--- config.mk ---
export PLATFORM = sky130hd
export DESIGN_NAME = cmd_write_guard
export DESIGN_NICKNAME = d
export VERILOG_FILES = /design/src/rtl/cwg_pkg.sv /design/src/rtl/cwg_rate_div.sv /design/src/rtl/cwg_interval.sv /design/src/rtl/cmd_write_guard.sv
export SDC_FILE = /design/constraint.sdc
export NUM_CORES = 1
export LEC_CHECK = 0
export ABC_AREA = 1
export BUFFER_PORTS_ARGS = -buffer_cell sky130_fd_sc_hd__buf_2
export CAP_MARGIN = 10
export CORE_MARGIN = 2
export CORE_UTILIZATION = 52
export DETAILED_ROUTE_END_ITERATION = 12
export PLACE_DENSITY_LB_ADDON = 0.15
export SETUP_SLACK_MARGIN = 0.05
export SLEW_MARGIN = 0
export SYNTH_ARGS = -nofsm -noshare
export SYNTH_HDL_FRONTEND = slang
export SYNTH_SLANG_ARGS = --single-unit
export TNS_END_PERCENT = 30
--- constraint.sdc ---
create_clock -name clk_i -period 3.1 [get_ports clk_i]
set_input_delay 0.155 -clock clk_i [delete_from_list [all_inputs] [get_ports clk_i]]
set_output_delay 0.155 -clock clk_i [all_outputs]
set_load 0.01 [all_outputs]
--- src/rtl/cwg_pkg.sv ---
package cwg_pkg;
  typedef enum logic {
    MODE_RATE = 1'b0,
    MODE_XTAL = 1'b1
  } clk_mode_e;
endpackage

--- src/rtl/cwg_rate_div.sv ---
module cwg_rate_div #(
  parameter int RATE_W = 2
) (
  input  logic              clk_i,
  input  logic              rst_ni,
  input  logic              start_i,
  input  logic [RATE_W-1:0] rate_i,
  input  logic              os_en_i,
  output logic              tick_o
);
  localparam int DIV_W = (1 << RATE_W) - 1;

  logic [RATE_W-1:0] rate_q;
  logic [DIV_W-1:0]  cnt_q;
  logic [DIV_W-1:0]  lim;

  assign lim    = DIV_W'((1 << rate_q) - 1);
  assign tick_o = os_en_i && !start_i && (cnt_q == lim);

  always_ff @(posedge clk_i or negedge rst_ni) begin
    if (!rst_ni) begin
      rate_q <= '0;
      cnt_q  <= '0;
    end else if (start_i) begin
      // rate captured and phase restarted on accept
      rate_q <= rate_i;
      cnt_q  <= '0;
    end else if (os_en_i) begin
      cnt_q <= (cnt_q == lim) ? '0 : cnt_q + 1'b1;
    end
  end


  div_in_range_chk: assert property (@(posedge clk_i) disable iff (!rst_ni)
    cnt_q <= lim);
endmodule

--- src/rtl/cwg_interval.sv ---
module cwg_interval
  import cwg_pkg::*;
#(
  parameter int OS_TICKS   = 2,
  parameter int XTAL_TICKS = 2
) (
  input  logic      clk_i,
  input  logic      rst_ni,
  input  logic      start_i,
  input  clk_mode_e mode_i,
  input  logic      os_tick_i,
  output logic      busy_o
);
  localparam int MAX_T = (OS_TICKS > XTAL_TICKS) ? OS_TICKS : XTAL_TICKS;
  localparam int CNT_W = $clog2(MAX_T + 1);

  clk_mode_e        mode_q;
  logic [CNT_W-1:0] cnt_q;
  logic             busy_q;
  logic             tick;

  assign tick   = (mode_q == MODE_XTAL) ? 1'b1 : os_tick_i;
  assign busy_o = busy_q;

  always_ff @(posedge clk_i or negedge rst_ni) begin
    if (!rst_ni) begin
      mode_q <= MODE_RATE;
      cnt_q  <= '0;
      busy_q <= 1'b0;
    end else if (start_i && !busy_q) begin
      mode_q <= mode_i;
      cnt_q  <= (mode_i == MODE_XTAL) ? CNT_W'(XTAL_TICKS) : CNT_W'(OS_TICKS);
      busy_q <= 1'b1;
    end else if (busy_q && tick) begin
      cnt_q <= cnt_q - 1'b1;
      if (cnt_q == CNT_W'(1)) busy_q <= 1'b0;
    end
  end


  cnt_live_chk: assert property (@(posedge clk_i) disable iff (!rst_ni)
    busy_q |-> (cnt_q != '0 && cnt_q <= CNT_W'(MAX_T)));

  busy_start_chk: assert property (@(posedge clk_i) disable iff (!rst_ni)
    (start_i && !busy_q) |=> busy_q);

  busy_end_chk: assert property (@(posedge clk_i) disable iff (!rst_ni)
    (busy_q && tick && cnt_q == CNT_W'(1)) |=> !busy_q);
endmodule

--- src/rtl/cmd_write_guard.sv ---
module cmd_write_guard
  import cwg_pkg::*;
#(
  parameter int CMD_W      = 8,
  parameter int RATE_W     = 2,
  parameter int OS_TICKS   = 2,
  parameter int XTAL_TICKS = 2
) (
  input  logic              clk_i,
  input  logic              rst_ni,
  input  logic              os_en_i,
  input  logic [RATE_W-1:0] rate_sel_i,
  input  logic              mode_i,
  input  logic              wr_i,
  input  logic [CMD_W-1:0]  wr_data_i,
  input  logic              ovr_clr_i,
  output logic              cmd_pulse_o,
  output logic [CMD_W-1:0]  cmd_o,
  output logic              busy_o,
  output logic              ovr_o
);
  logic             busy;
  logic             accept;
  logic             os_tick;
  logic             pulse_q;
  logic             ovr_q;
  logic [CMD_W-1:0] cmd_q;

  assign accept = wr_i && !busy;

  cwg_rate_div #(.RATE_W(RATE_W)) u_div (
    .clk_i   (clk_i),
    .rst_ni  (rst_ni),
    .start_i (accept),
    .rate_i  (rate_sel_i),
    .os_en_i (os_en_i),
    .tick_o  (os_tick)
  );

  cwg_interval #(.OS_TICKS(OS_TICKS), .XTAL_TICKS(XTAL_TICKS)) u_ivl (
    .clk_i     (clk_i),
    .rst_ni    (rst_ni),
    .start_i   (accept),
    .mode_i    (clk_mode_e'(mode_i)),
    .os_tick_i (os_tick),
    .busy_o    (busy)
  );

  always_ff @(posedge clk_i or negedge rst_ni) begin
    if (!rst_ni) begin
      pulse_q <= 1'b0;
      cmd_q   <= '0;
      ovr_q   <= 1'b0;
    end else begin
      pulse_q <= accept;
      if (accept) cmd_q <= wr_data_i;
      if (wr_i && busy) ovr_q <= 1'b1;
      else if (ovr_clr_i) ovr_q <= 1'b0;
    end
  end

  assign cmd_pulse_o = pulse_q;
  assign cmd_o       = cmd_q;
  assign busy_o      = busy;
  assign ovr_o       = ovr_q;


  pulse_single_chk: assert property (@(posedge clk_i) disable iff (!rst_ni)
    pulse_q |=> !pulse_q);

  cmd_hold_chk: assert property (@(posedge clk_i) disable iff (!rst_ni)
    (wr_i && busy) |=> (!pulse_q && $stable(cmd_q)));

  ovr_set_chk: assert property (@(posedge clk_i) disable iff (!rst_ni)
    (wr_i && busy) |=> ovr_q);

  pulse_busy_chk: assert property (@(posedge clk_i) disable iff (!rst_ni)
    pulse_q |-> busy);
endmodule

# ---- Word level (Yosys, flattened, before mapping)
# Cells that the tools add are included.
dict set report op_classes {
  addsub 3
  n_eq_ne 2
  shifts 1
  n_mux 11
  n_reduce_logical 13
}
# op count
set op_table {}
lappend op_table {{3-bit two-way mux} 3}
lappend op_table {{2-bit nonzero test} 4}
lappend op_table {{1-bit logical AND} 6}
lappend op_table {{1-bit two-way mux} 6}
lappend op_table {{2-bit two-way mux} 2}
lappend op_table {{3-bit by 1-bit adder with 3-bit output, second input constant} 1}
lappend op_table {{3-bit == test} 1}
lappend op_table {{1-bit by 2-bit left shift with 3-bit output, first input constant} 1}
lappend op_table {{3-bit by 2-bit subtractor with 3-bit output, second input constant} 1}
lappend op_table {{2-bit by 1-bit == test with 1-bit output, second input constant} 1}
lappend op_table {{1-bit logical NOT} 2}
lappend op_table {{2-bit AND reduction} 1}
lappend op_table {{2-bit by 1-bit subtractor with 2-bit output, second input constant} 1}
dict set report word_totals {
  regBits 19
  wordCells 38
}

# ---- Depth between registers and ports, before layout
# Gate-level depths: netlist of the first run.
dict set report depth {
  ltp_word 9
  depth_mapped 10
}

# ---- By module
# A second synthesis of the first run with hierarchy kept.
dict set report unflattened {
  cells_unflattened 107
  hier_area_um2 902.1
}
# module n_inst cells_each area_each_um2
set modules_own_cells {}
lappend modules_own_cells {cmd_write_guard 1 41 406.6}
lappend modules_own_cells {cwg_rate_div 1 42 295.3}
lappend modules_own_cells {cwg_interval 1 24 200.2}

# ---- Worst setup path before layout of the first run
# Ideal clock, no wire load.
dict set report synth_timing {
  path_type {register -> register}
  startpoint {register u_ivl.busy_q, in the netlist u_ivl.busy_o}
  endpoint {register u_ivl.cnt_q[1]}
  setup_ns 0.117
  arrival_time_ns 1.154
  t_required_ns 2.983
  slack_ns 1.829
  stages_incl_launch_ff 9
  n_path_buf 0
  period_less_slack_ns 1.271
  path_cell_list {dfrtp_1 nor2_2 nor2_4 nand4_1 nand2_2 nand2_2 nand2_1 nand2_1 nand2_1}
}
dict set report synth_via {
  elab_chain_len 8
  elab_cells_between_ends 10
  cone_classes {2 x mux; 8 x reduce/logical}
}
# element line_no
set synth_rtl {}
lappend synth_rtl {{start: declaration} cwg_interval.sv:19} ;# logic busy_q;
lappend synth_rtl {{start signal: assignment} cwg_interval.sv:29} ;# busy_q <= 1'b0;
lappend synth_rtl {{start signal: assignment} cwg_interval.sv:33} ;# busy_q <= 1'b1;
lappend synth_rtl {{start signal: assignment} cwg_interval.sv:36} ;# if (cnt_q == CNT_W'(1)) busy_q <= 1'b0;
lappend synth_rtl {{1-bit logical NOT} {cwg_interval.sv:30, cmd_write_guard.sv:29}}
lappend synth_rtl {{1-bit logical AND} cmd_write_guard.sv:29} ;# assign accept = wr_i && !busy;
lappend synth_rtl {{1-bit logical NOT} cwg_rate_div.sv:18} ;# assign tick_o = os_en_i && !start_i && (cnt_q == lim);
lappend synth_rtl {{1-bit logical AND (2 in a row)} cwg_rate_div.sv:18}
lappend synth_rtl {{1-bit two-way mux} cwg_interval.sv:22} ;# assign tick = (mode_q == MODE_XTAL) ? 1'b1 : os_tick_i;
lappend synth_rtl {{1-bit logical AND} cwg_interval.sv:34} ;# end else if (busy_q && tick) begin
lappend synth_rtl {{2-bit nonzero test (no source line)} n/a}
lappend synth_rtl {{end signal: assignment} cwg_interval.sv:32} ;# cnt_q <= (mode_i == MODE_XTAL) ? CNT_W'(XTAL_TICKS) : CNT_W'(OS_TICKS);
lappend synth_rtl {{end signal: assignment} cwg_interval.sv:35} ;# cnt_q <= cnt_q - 1'b1;
lappend synth_rtl {{end: declaration} cwg_interval.sv:18} ;# logic [CNT_W-1:0] cnt_q;
# Several ways; a longest one is shown, not always the timed one.
# A chain may end at the register's enable or synchronous reset.

# ---- Worst setup path after layout of the first run
dict set report layout_timing {
  startpoint {register u_ivl.busy_q, in the netlist u_ivl.busy_o}
  endpoint {register u_ivl.cnt_q[0]}
}
# The elaborated chain is that of the path after synthesis.

==> impl_metrics.json, run 1 <==
{
  "status": "complete, no violations",
  "floorplan.rows": 14,
  "skew_ns": 0.001761,
  "placed_cell_area_sq_um": 998.5,
  "synth_nets": 120,
  "synth_ff_type": "dfrtp_1",
  "cp.required_ns": 3.30,
  "ys_seq_area_frac": 0.5539,
  "final_cell_count_no_fill": 147,
  "syn2layout_area_growth_pct": 20.70,
  "synth.most_common_cell": "nand2_1",
  "synth_cell_types": 16,
  "port_buffers": 26,
  "worstPathArrival_ns": 1.94,
  "clk_pin_slew_ns": 0.11,
  "core_sq_mm": 0.001524,
  "cap_violations": 0,
  "max-slew-margin-rel": 0.5534,
  "antenna_found_initial": 0,
  "clock-sinks": 19,
  "drc": 0,
  "cts_buffer_depth": 2,
  "grt_pass1_vias": 632,
  "synth_edf_count": 0,
  "cts-buffers-inserted": 3,
  "slew_violations": 0,
  "reg2regPathDepth": 4,
  "tightest_slew_ns": 0.6691,
  "worst_setup_path_end_kind": "flip-flop",
  "grt_pass1_wl_um": 2601,
  "hold_class": "in2reg",
  "htree_levels": 1,
  "fillers": 137,
  "wl_um": 1602,
  "seqPwrFrac": 0.457,
  "final_util": 0.6798,
  "grt_max_degree": 20,
  "syn_avg_cell_area_sq_um": 8.415,
  "firstDrtPassIters": 4,
  "hold_viol_final": 0,
  "setup.worst_path.start": "u_ivl.busy_o",
  "yosysWarnings": 0,
  "synth_commonest_cells": "43 x nand2_1, 19 x dfrtp_1, 11 x inv_1",
  "p_sw_frac": 0.3948,
  "worstSetupPathType": "reg2reg",
  "design_area_sq_mm": 0.001036,
  "crit_fanout": 17,
  "power_switching_w": 0.0003687,
  "routed_via_density": 4.789,
  "synth.largest_area_cell": "dfrtp_1",
  "whs_endpoint": "u_div.rate_q[0]",
  "initial_core_util": 0.5632,
  "gp_congestion": 0.8247,
  "r2r_setup_slack_ns": 1.35,
  "antenna_left": 0,
  "cts_tree": "done",
  "cp-start-kind": "flip-flop",
  "setup_slack_ns": 1.354,
  "die_h_um": 44.63,
  "drt_iter0_drc": 15,
  "p_clk_frac": 0.135,
  "final.setup.tns_ns": 0,
  "synth_area_sq_um": 858.3,
  "netlist_instances": 102,
  "cts_hold_buf": 1,
  "hold_depth": 3,
  "r2r_start": "u_ivl.busy_o",
  "yosys-top-cells-area": "dfrtp_1 55%, nand2_1 19%, inv_1 4.8%, nand3_1 4.7%, o21ai_0 3.5%",
  "min-delay-start": "rate_sel_i[0]",
  "track_usage": 0.1854,
  "post_drt_wl_per_cell_um": 10.90,
  "die_w_um": 44.63,
  "setup_viol": 0,
  "drive_gt1_frac": 0.2672,
  "synthArstFlopShare": 1.000,
  "grt_overflow_total": 0,
  "p_int_w": 0.0005654,
  "dp_slack_ns": 1.357,
  "finalCritPeriodShare": 0.5633,
  "ios": 27,
  "fin_crit_ns": 1.746,
  "dp_hpwl_um": 1168,
  "n_antenna_cell": 0,
  "nNetsFinal": 150,
  "die-area_sq_mm": 0.001991,
  "postCtsSetupRepairBufs": 0,
  "post_cts_resized": 0,
  "power_frac_comb": 0.407,
  "peakVddDrop_v": 0.0005053,
  "cts-root-buf": "clkbuf_4",
  "fmax_mhz": 572.7,
  "vias": 704,
  "place_inst": 142,
  "synth_top_area_frac": 0.5539,
  "rsz0062_at_grt": "no",
  "power_density_mw_per_mm2": 901.7,
  "p_leak_nw": 0.5983,
  "clk_latency_ns": 0.30,
  "r2r_end": "u_ivl.cnt_q[0]",
  "synth_seq_cells": 19
}
-- cell usage in the layout (no fill, tap or decap) --
| cell | n |
|---|---|
| dfrtp_1 | 19 |
| nand3b_1 | 1 |
| ha_1 | 2 |
| nand2_1 | 43 |
| nor2_4 | 1 |
| xor2_1 | 1 |
| dlygate4sd3_1 | 1 |
| xnor2_1 | 1 |
| nand3_1 | 8 |
| nor2_2 | 1 |
| nand2_2 | 2 |
| clkbuf_4 | 3 |
| buf_2 | 26 |
| clkinv_2 | 1 |
| nor2_1 | 2 |
| o21ai_0 | 6 |
| or2_2 | 1 |
| nand4_1 | 1 |
| inv_1 | 11 |
-- state kept, by name, summed over array words and instances, names as in the netlist --
signal / flops
cmd_o: 8
cmd_pulse_o: 1
ovr_o: 1
u_div.cnt_q: 3
u_div.rate_q: 2
u_ivl.busy_o: 1
u_ivl.cnt_q: 2
u_ivl.mode_q: 1
-- layer usage --
metal,wire (um),part of all wire,GRT usage,up-vias
met5,0,0,0,-
met4,35,0.022,0.1091,0
met3,107,0.067,0.03265,4
met2,725,0.45,0.2696,24
met1,733,0.46,0.2587,305
li1,-,-,-,371
-- area by class of cell --
| class | count | area, sq um | share of cell area |
|---|---|---|---|
| clock buffer | 3 | 22.52 | 0.02174 |
| clock inverter | 1 | 5.005 | 0.004831 |
| inverter | 11 | 41.29 | 0.03986 |
| multi-input combinational | 70 | 331.6 | 0.3200 |
| sequential | 19 | 475.5 | 0.4589 |
| tap | 16 | 20.02 | 0.01932 |
| timing repair buffer | 27 | 140.1 | 0.1353 |
-- how the worst max path moves through the flow --
stage	to	slack, ns	cells after the start
after floorplan	u_ivl.cnt_q[1]	1.83	8
after global placement	u_ivl.cnt_q[1]	1.43	4
after detailed placement	u_ivl.cnt_q[1]	1.36	4
after CTS	u_ivl.cnt_q[0]	1.35	4
after global routing	u_ivl.cnt_q[0]	1.15	4
final	u_ivl.cnt_q[0]	1.35	4
-- metrics by stage --
| stage | total power, W | hold slack (ns) |
|---|---|---|
| 5_1_grt | 0.001019 | 0.04419 |
| 4_1_cts | 0.0009451 | 0.04728 |
| 6_report | 0.0009341 | 0.04977 |
| 3_3_place_gp | 0.0008030 | 0.1110 |
| 2_1_floorplan | 0.0006920 | -0.1406 |
| 3_5_place_dp | 0.0008187 | 0.1154 |
-- critical path: stages, from the launching register on --
cell and delay, ns:
dfrtp_1 0.46, nor2_2 0.57, inv_1 0.37, nand3_1 0.17, nand2_1 0.06
-- cell families after synthesis --
logic type      synth area share
buf+inv                  0.05977
simple gates              0.3018
flops                     0.5539
xor+xnor                 0.02041
fa+ha+maj                0.02915
compound gates           0.03499
-- power by group through the flow --
| stage | sequential [W] | clock [W] | combinational (W) |
|---|---|---|---|
| 2_1_floorplan | 0.000454 | 0 | 0.000238 |
| 3_3_place_gp | 0.000434 | 0 | 0.000369 |
| 3_5_place_dp | 0.000434 | 0 | 0.000385 |
| 4_1_cts | 0.000429 | 0.000130 | 0.000386 |
| 5_1_grt | 0.000444 | 0.000137 | 0.000438 |
| 6_report | 0.000427 | 0.000126 | 0.000380 |
Power figures use the tool's default switching activity.
==> run 2, diff against run 1 <==
--- a/config.mk
+++ b/config.mk
@@ -9,7 +9,7 @@
 export BUFFER_PORTS_ARGS = -buffer_cell sky130_fd_sc_hd__buf_2
 export CAP_MARGIN = 10
 export CORE_MARGIN = 2
-export CORE_UTILIZATION = 52
+export CORE_UTILIZATION = 44
 export DETAILED_ROUTE_END_ITERATION = 12
 export PLACE_DENSITY_LB_ADDON = 0.15
 export SETUP_SLACK_MARGIN = 0.05
==> constraint.sdc (replaced) <==
create_clock -name clk_i -period 1.49 [get_ports clk_i]
set_input_delay 0.0745 -clock clk_i [delete_from_list [all_inputs] [get_ports clk_i]]
set_output_delay 0.0745 -clock clk_i [all_outputs]
set_load 0.01 [all_outputs]
==> impl_metrics.json, run 2 (synthesis results as in run 1) <==
{
  "status": "complete, no violations",
  "post_drt_wl_per_cell_um": 10.91,
  "final.setup.tns_ns": 0,
  "hold_depth": 3,
  "max-slew-margin-rel": 0.7277,
  "core_sq_mm": 0.001783,
  "antenna_found_initial": 0,
  "syn2layout_area_growth_pct": 38.48,
  "floorplan.rows": 15,
  "postCtsSetupRepairBufs": 0,
  "power_density_mw_per_mm2": 1679,
  "cp-start-kind": "flip-flop",
  "tightest_slew_ns": 0.4085,
  "fin_crit_ns": 1.228,
  "grt_max_degree": 20,
  "r2r_start": "u_div.rate_q[1]",
  "peakVddDrop_v": 0.0008922,
  "worstSetupPathType": "reg2reg",
  "hold_class": "in2reg",
  "cts_buffer_depth": 2,
  "grt_pass1_wl_um": 3125,
  "n_antenna_cell": 0,
  "final_cell_mix": "43 x nand2_1, 26 x buf_2, 19 x dfrtp_1",
  "whs_endpoint": "u_ivl.busy_o",
  "dp_hpwl_um": 1280,
  "min-delay-start": "wr_i",
  "nNetsFinal": 165,
  "clock-sinks": 19,
  "finalCritPeriodShare": 0.8241,
  "p_leak_nw": 0.6608,
  "cp_top_family": "simple AND/OR/NAND/NOR gates",
  "clk_latency_ns": 0.29,
  "setup_viol": 0,
  "drc": 0,
  "cpPeakStageDelay_ns": 0.45,
  "grt_overflow_total": 0,
  "cts-root-buf": "clkbuf_4",
  "clk_pin_slew_ns": 0.10,
  "skew_ns": 0.002104,
  "r2r_end": "u_ivl.cnt_q[1]",
  "worst_setup_path_end_kind": "flip-flop",
  "setup.worst_path.start": "u_div.rate_q[1]",
  "die_w_um": 48.17,
  "initial_core_util": 0.4814,
  "cts-buffers-inserted": 3,
  "crit_fanout": 6,
  "slew_violations": 0,
  "rsz0062_at_grt": "no",
  "wl_um": 1865,
  "crit_buf_inv": 0,
  "firstDrtPassIters": 4,
  "hold_viol_final": 0,
  "cp_common_cell": "nand2_1",
  "reg2regPathDepth": 8,
  "grt_pass1_vias": 772,
  "port_buffers": 26,
  "post_cts_resized": 0,
  "worstPathArrival_ns": 1.42,
  "cts_hold_buf": 13,
  "drt_iter0_drc": 14,
  "die_h_um": 48.17,
  "cts_tree": "done",
  "htree_levels": 1,
  "vias": 786,
  "routed_via_density": 4.596,
  "cp.required_ns": 1.68,
  "seq_area_sq_um": 475.5,
  "gp_congestion": 0.8859,
  "cap_violations": 0,
  "fillers": 142,
  "crit_path_top_delay_cell": "dfrtp_1",
  "r2r_setup_slack_ns": 0.26,
  "track_usage": 0.1991,
  "multi_input_area_sq_um": 331.6,
  "ios": 27,
  "largest_register_ffs": 8,
  "cp_cell_sequence": "o21ai_0 > nand2_1 > nand4_1 > nand2_2 > nand2_2 > nand2_1 > nand2_1 > nand2_1",
  "drive_gt1_frac": 0.2534,
  "antenna_left": 0,
  "setup_slack_ns": 0.2620,
  "die-area_sq_mm": 0.002320,
  "layout_commonest_cell": "nand2_1",
  "dp_slack_ns": 0.2630,
  "fmax_mhz": 814.4
}
run 2: metrics by stage:
step                std cells    util  cell area (sq um)  total power, W  hold WS [ns]
finish                    171  0.6667               1189        0.001996       0.02864
CTS                       171  0.6667               1189        0.002022       0.01808
detailed placement        154  0.5789               1032        0.001742       0.03372
global route              171  0.6667               1189        0.002212       0.02846
global placement          154  0.5789               1032        0.001689       0.03701
floorplan                 102       -              858.3        0.001440       -0.2211
run 2: final cells by class:
class | instances | area share
Clock buffer | 4 | 0.02211
Sequential cell | 19 | 0.4000
Tap cell | 25 | 0.02632
Timing Repair Buffer | 42 | 0.2379
Multi-Input combinational cell | 70 | 0.2789
Inverter | 11 | 0.03474
run 2: metal layers:
| layer | track usage | up-vias | wire [um] |
|---|---|---|---|
| met5 | 0 | - | 0 |
| met4 | 0.09730 | 0 | 41 |
| met3 | 0.04815 | 5 | 72 |
| met2 | 0.3263 | 20 | 929 |
| met1 | 0.2441 | 359 | 822 |
| li1 | - | 402 | - |
run 2: worst reg2reg max path, cell delays in order (launching register included):
cell	delay (ns)
dfrtp_1	0.45
o21ai_0	0.18
nand2_1	0.09
nand4_1	0.10
nand2_2	0.07
nand2_2	0.07
nand2_1	0.05
nand2_1	0.06
nand2_1	0.05
run 2: how the worst max path moves through the flow:
stage	to	slack, ns	cells past startpoint
3_5_place_dp	u_ivl.cnt_q[1]	0.26	8
4_1_cts	u_ivl.cnt_q[1]	0.25	8
6_report	u_ivl.cnt_q[1]	0.26	8
2_1_floorplan	u_ivl.cnt_q[1]	0.22	8
5_1_grt	u_ivl.busy_o	0.15	8
3_3_place_gp	u_ivl.cnt_q[1]	0.31	8
run 2: where the power goes:
part / switching [W] / total (W) / internal, W / leakage [nW]
sequential: 0.000156 / 0.000897 / 0.000740 / 0.234
combinational: 0.000471 / 0.000847 / 0.000376 / 0.412
clock: 0.000148 / 0.000252 / 0.000104 / 0.0150
total: 0.000775 / 0.00200 / 0.00122 / 0.661
==> run 3, diff against run 2 <==
==> constraint.sdc (replaced) <==
create_clock -name clk_i -period 1.05 [get_ports clk_i]
set_input_delay 0.0525 -clock clk_i [delete_from_list [all_inputs] [get_ports clk_i]]
set_output_delay 0.0525 -clock clk_i [all_outputs]
set_load 0.01 [all_outputs]
==> impl_metrics.json, run 3 (synthesis results as in run 1) <==
{
  "status": "complete, but fails checks",
  "violations": "setup timing",
  "largest_register_ffs": 8,
  "cp-start-kind": "flip-flop",
  "die-area_sq_mm": 0.002320,
  "gp_congestion": 0.8046,
  "track_usage": 0.1954,
  "antenna_left": 0,
  "nNetsFinal": 172,
  "syn2layout_area_growth_pct": 47.08,
  "design_area_sq_mm": 0.001262,
  "ios": 27,
  "cts-root-buf": "clkbuf_4",
  "hold_viol_final": 0,
  "grt_pass1_wl_um": 3070,
  "clock-sinks": 19,
  "cp.required_ns": 1.25,
  "whs_ns": 0.01924,
  "setup_viol": 17,
  "die_h_um": 48.17,
  "fillers": 140,
  "worstPathArrival_ns": 1.42,
  "power_frac_comb": 0.447,
  "crit_fanout": 6,
  "max-slew-margin-rel": 0.7170,
  "worstSetupPathType": "reg2reg",
  "drive_gt1_frac": 0.3203,
  "fmax_mhz": 821.8,
  "hold_class": "in2reg",
  "skew_ns": 0.007431,
  "worst_setup_path_end_kind": "flip-flop",
  "dp_hpwl_um": 1317,
  "rsz0062_at_grt": "yes",
  "firstDrtPassIters": 4,
  "routed_via_density": 4.612,
  "p_total_w": 0.003029,
  "core_sq_mm": 0.001783,
  "power_switching_w": 0.001192,
  "seqPwrFrac": 0.431,
  "wl_um": 1996,
  "p_clk_frac": 0.122,
  "tightest_slew_ns": 0.4246,
  "antenna_found_initial": 0,
  "cts-buffers-inserted": 3,
  "n_antenna_cell": 0,
  "clk_latency_ns": 0.30,
  "drc": 0,
  "p_leak_nw": 0.6961,
  "finalCritPeriodShare": 1.159,
  "cts_tree": "done",
  "vias": 821,
  "fin_crit_ns": 1.217,
  "placed_cell_area_sq_mm": 0.001069,
  "htree_levels": 1,
  "port_buffers": 26,
  "p_int_w": 0.001836,
  "p_sw_frac": 0.3936,
  "setup_slack_ns": -0.1669,
  "cts_buffer_depth": 2,
  "drt_iter0_drc": 17,
  "initial_core_util": 0.4814,
  "post_drt_wl_per_cell_um": 11.21,
  "final_cell_mix": "42 x nand2_1, 26 x buf_2, 16 x dfrtp_1",
  "peakVddDrop_v": 0.001450,
  "layout_commonest_cell": "nand2_1",
  "clk_pin_slew_ns": 0.11,
  "grt_overflow_total": 0,
  "cap_violations": 0,
  "power_density_mw_per_mm2": 2399,
  "grt_max_degree": 20,
  "floorplan.rows": 15,
  "grt_pass1_vias": 734,
  "die_w_um": 48.17,
  "slew_violations": 0
}
## run 3: repair_timing
action,CTS,global route
endpoints found under the setup margin,17,17
hold buffers,15,0
pin swaps,4,0
gates resized for setup,2,5
buffers inserted,1,0
gates cloned,0,0
hold endpoints to repair,32,0
## run 3: cell type report
class / count / area [sq um] / area share
flip-flops and latches: 19 / 479.2 / 0.3796
multi-input cells: 70 / 342.8 / 0.2716
repair buffers: 49 / 340.3 / 0.2696
inverters: 11 / 41.29 / 0.03271
well taps: 25 / 31.28 / 0.02478
clock buffers: 3 / 22.52 / 0.01784
clock inverters: 1 / 5.005 / 0.003964
## run 3: power by group through the flow
stage	combinational (W)	sequential [W]	clock (W)
global placement	0.00120	0.00126	0
detailed placement	0.00126	0.00128	0
finish	0.00135	0.00131	0.000368
floorplan	0.000703	0.00135	0
global route	0.00154	0.00135	0.000410
CTS	0.00134	0.00127	0.000384
## run 3: per-layer routing
layer,vias up,part of all wire,track usage
li1,418,-,-
met1,375,0.42,0.2357
met2,24,0.53,0.3395
met3,4,0.034,0.03704
met4,0,0.013,0.08108
met5,-,0,0
## run 3: path summary, 6_finish.rpt
kind                                 startpoint  slack (ns)               to  cells past startpoint
worst max-delay path            u_div.rate_q[1]       -0.17   u_ivl.cnt_q[1]                      8
worst min-delay path                    os_en_i        0.02   u_div.cnt_q[1]                      4
worst max register to register  u_div.rate_q[1]       -0.17   u_ivl.cnt_q[1]                      8
worst min register to register         cmd_o[1]        0.47         cmd_o[1]                      2
max in group asynchronous                rst_ni        0.52  u_div.rate_q[1]                      2
min in group asynchronous                rst_ni        0.20   u_div.cnt_q[1]                      2
## run 3: worst max-delay path, stage by stage (launching register included)
cell and delay [ns]:
dfrtp_2 0.47, o21ai_2 0.15, nand2_1 0.08, nand4_1 0.09, nand2_2 0.08, nand2_2 0.08, nand2_1 0.05, nand2_1 0.07
nand2_1 0.05
## run 3: through the flow
step | std cells | utilization | TNS, ns | worst slack, ns
4_1_cts | 178 | 0.7032 | -1.227 | -0.1713
3_5_place_dp | 158 | 0.5993 | -0.6980 | -0.2325
3_3_place_gp | 158 | 0.5993 | -0.3094 | -0.1104
2_1_floorplan | 102 | - | -0.6688 | -0.08183
6_report | 178 | 0.7081 | -1.062 | -0.1669
5_1_grt | 178 | 0.7081 | -2.388 | -0.2854
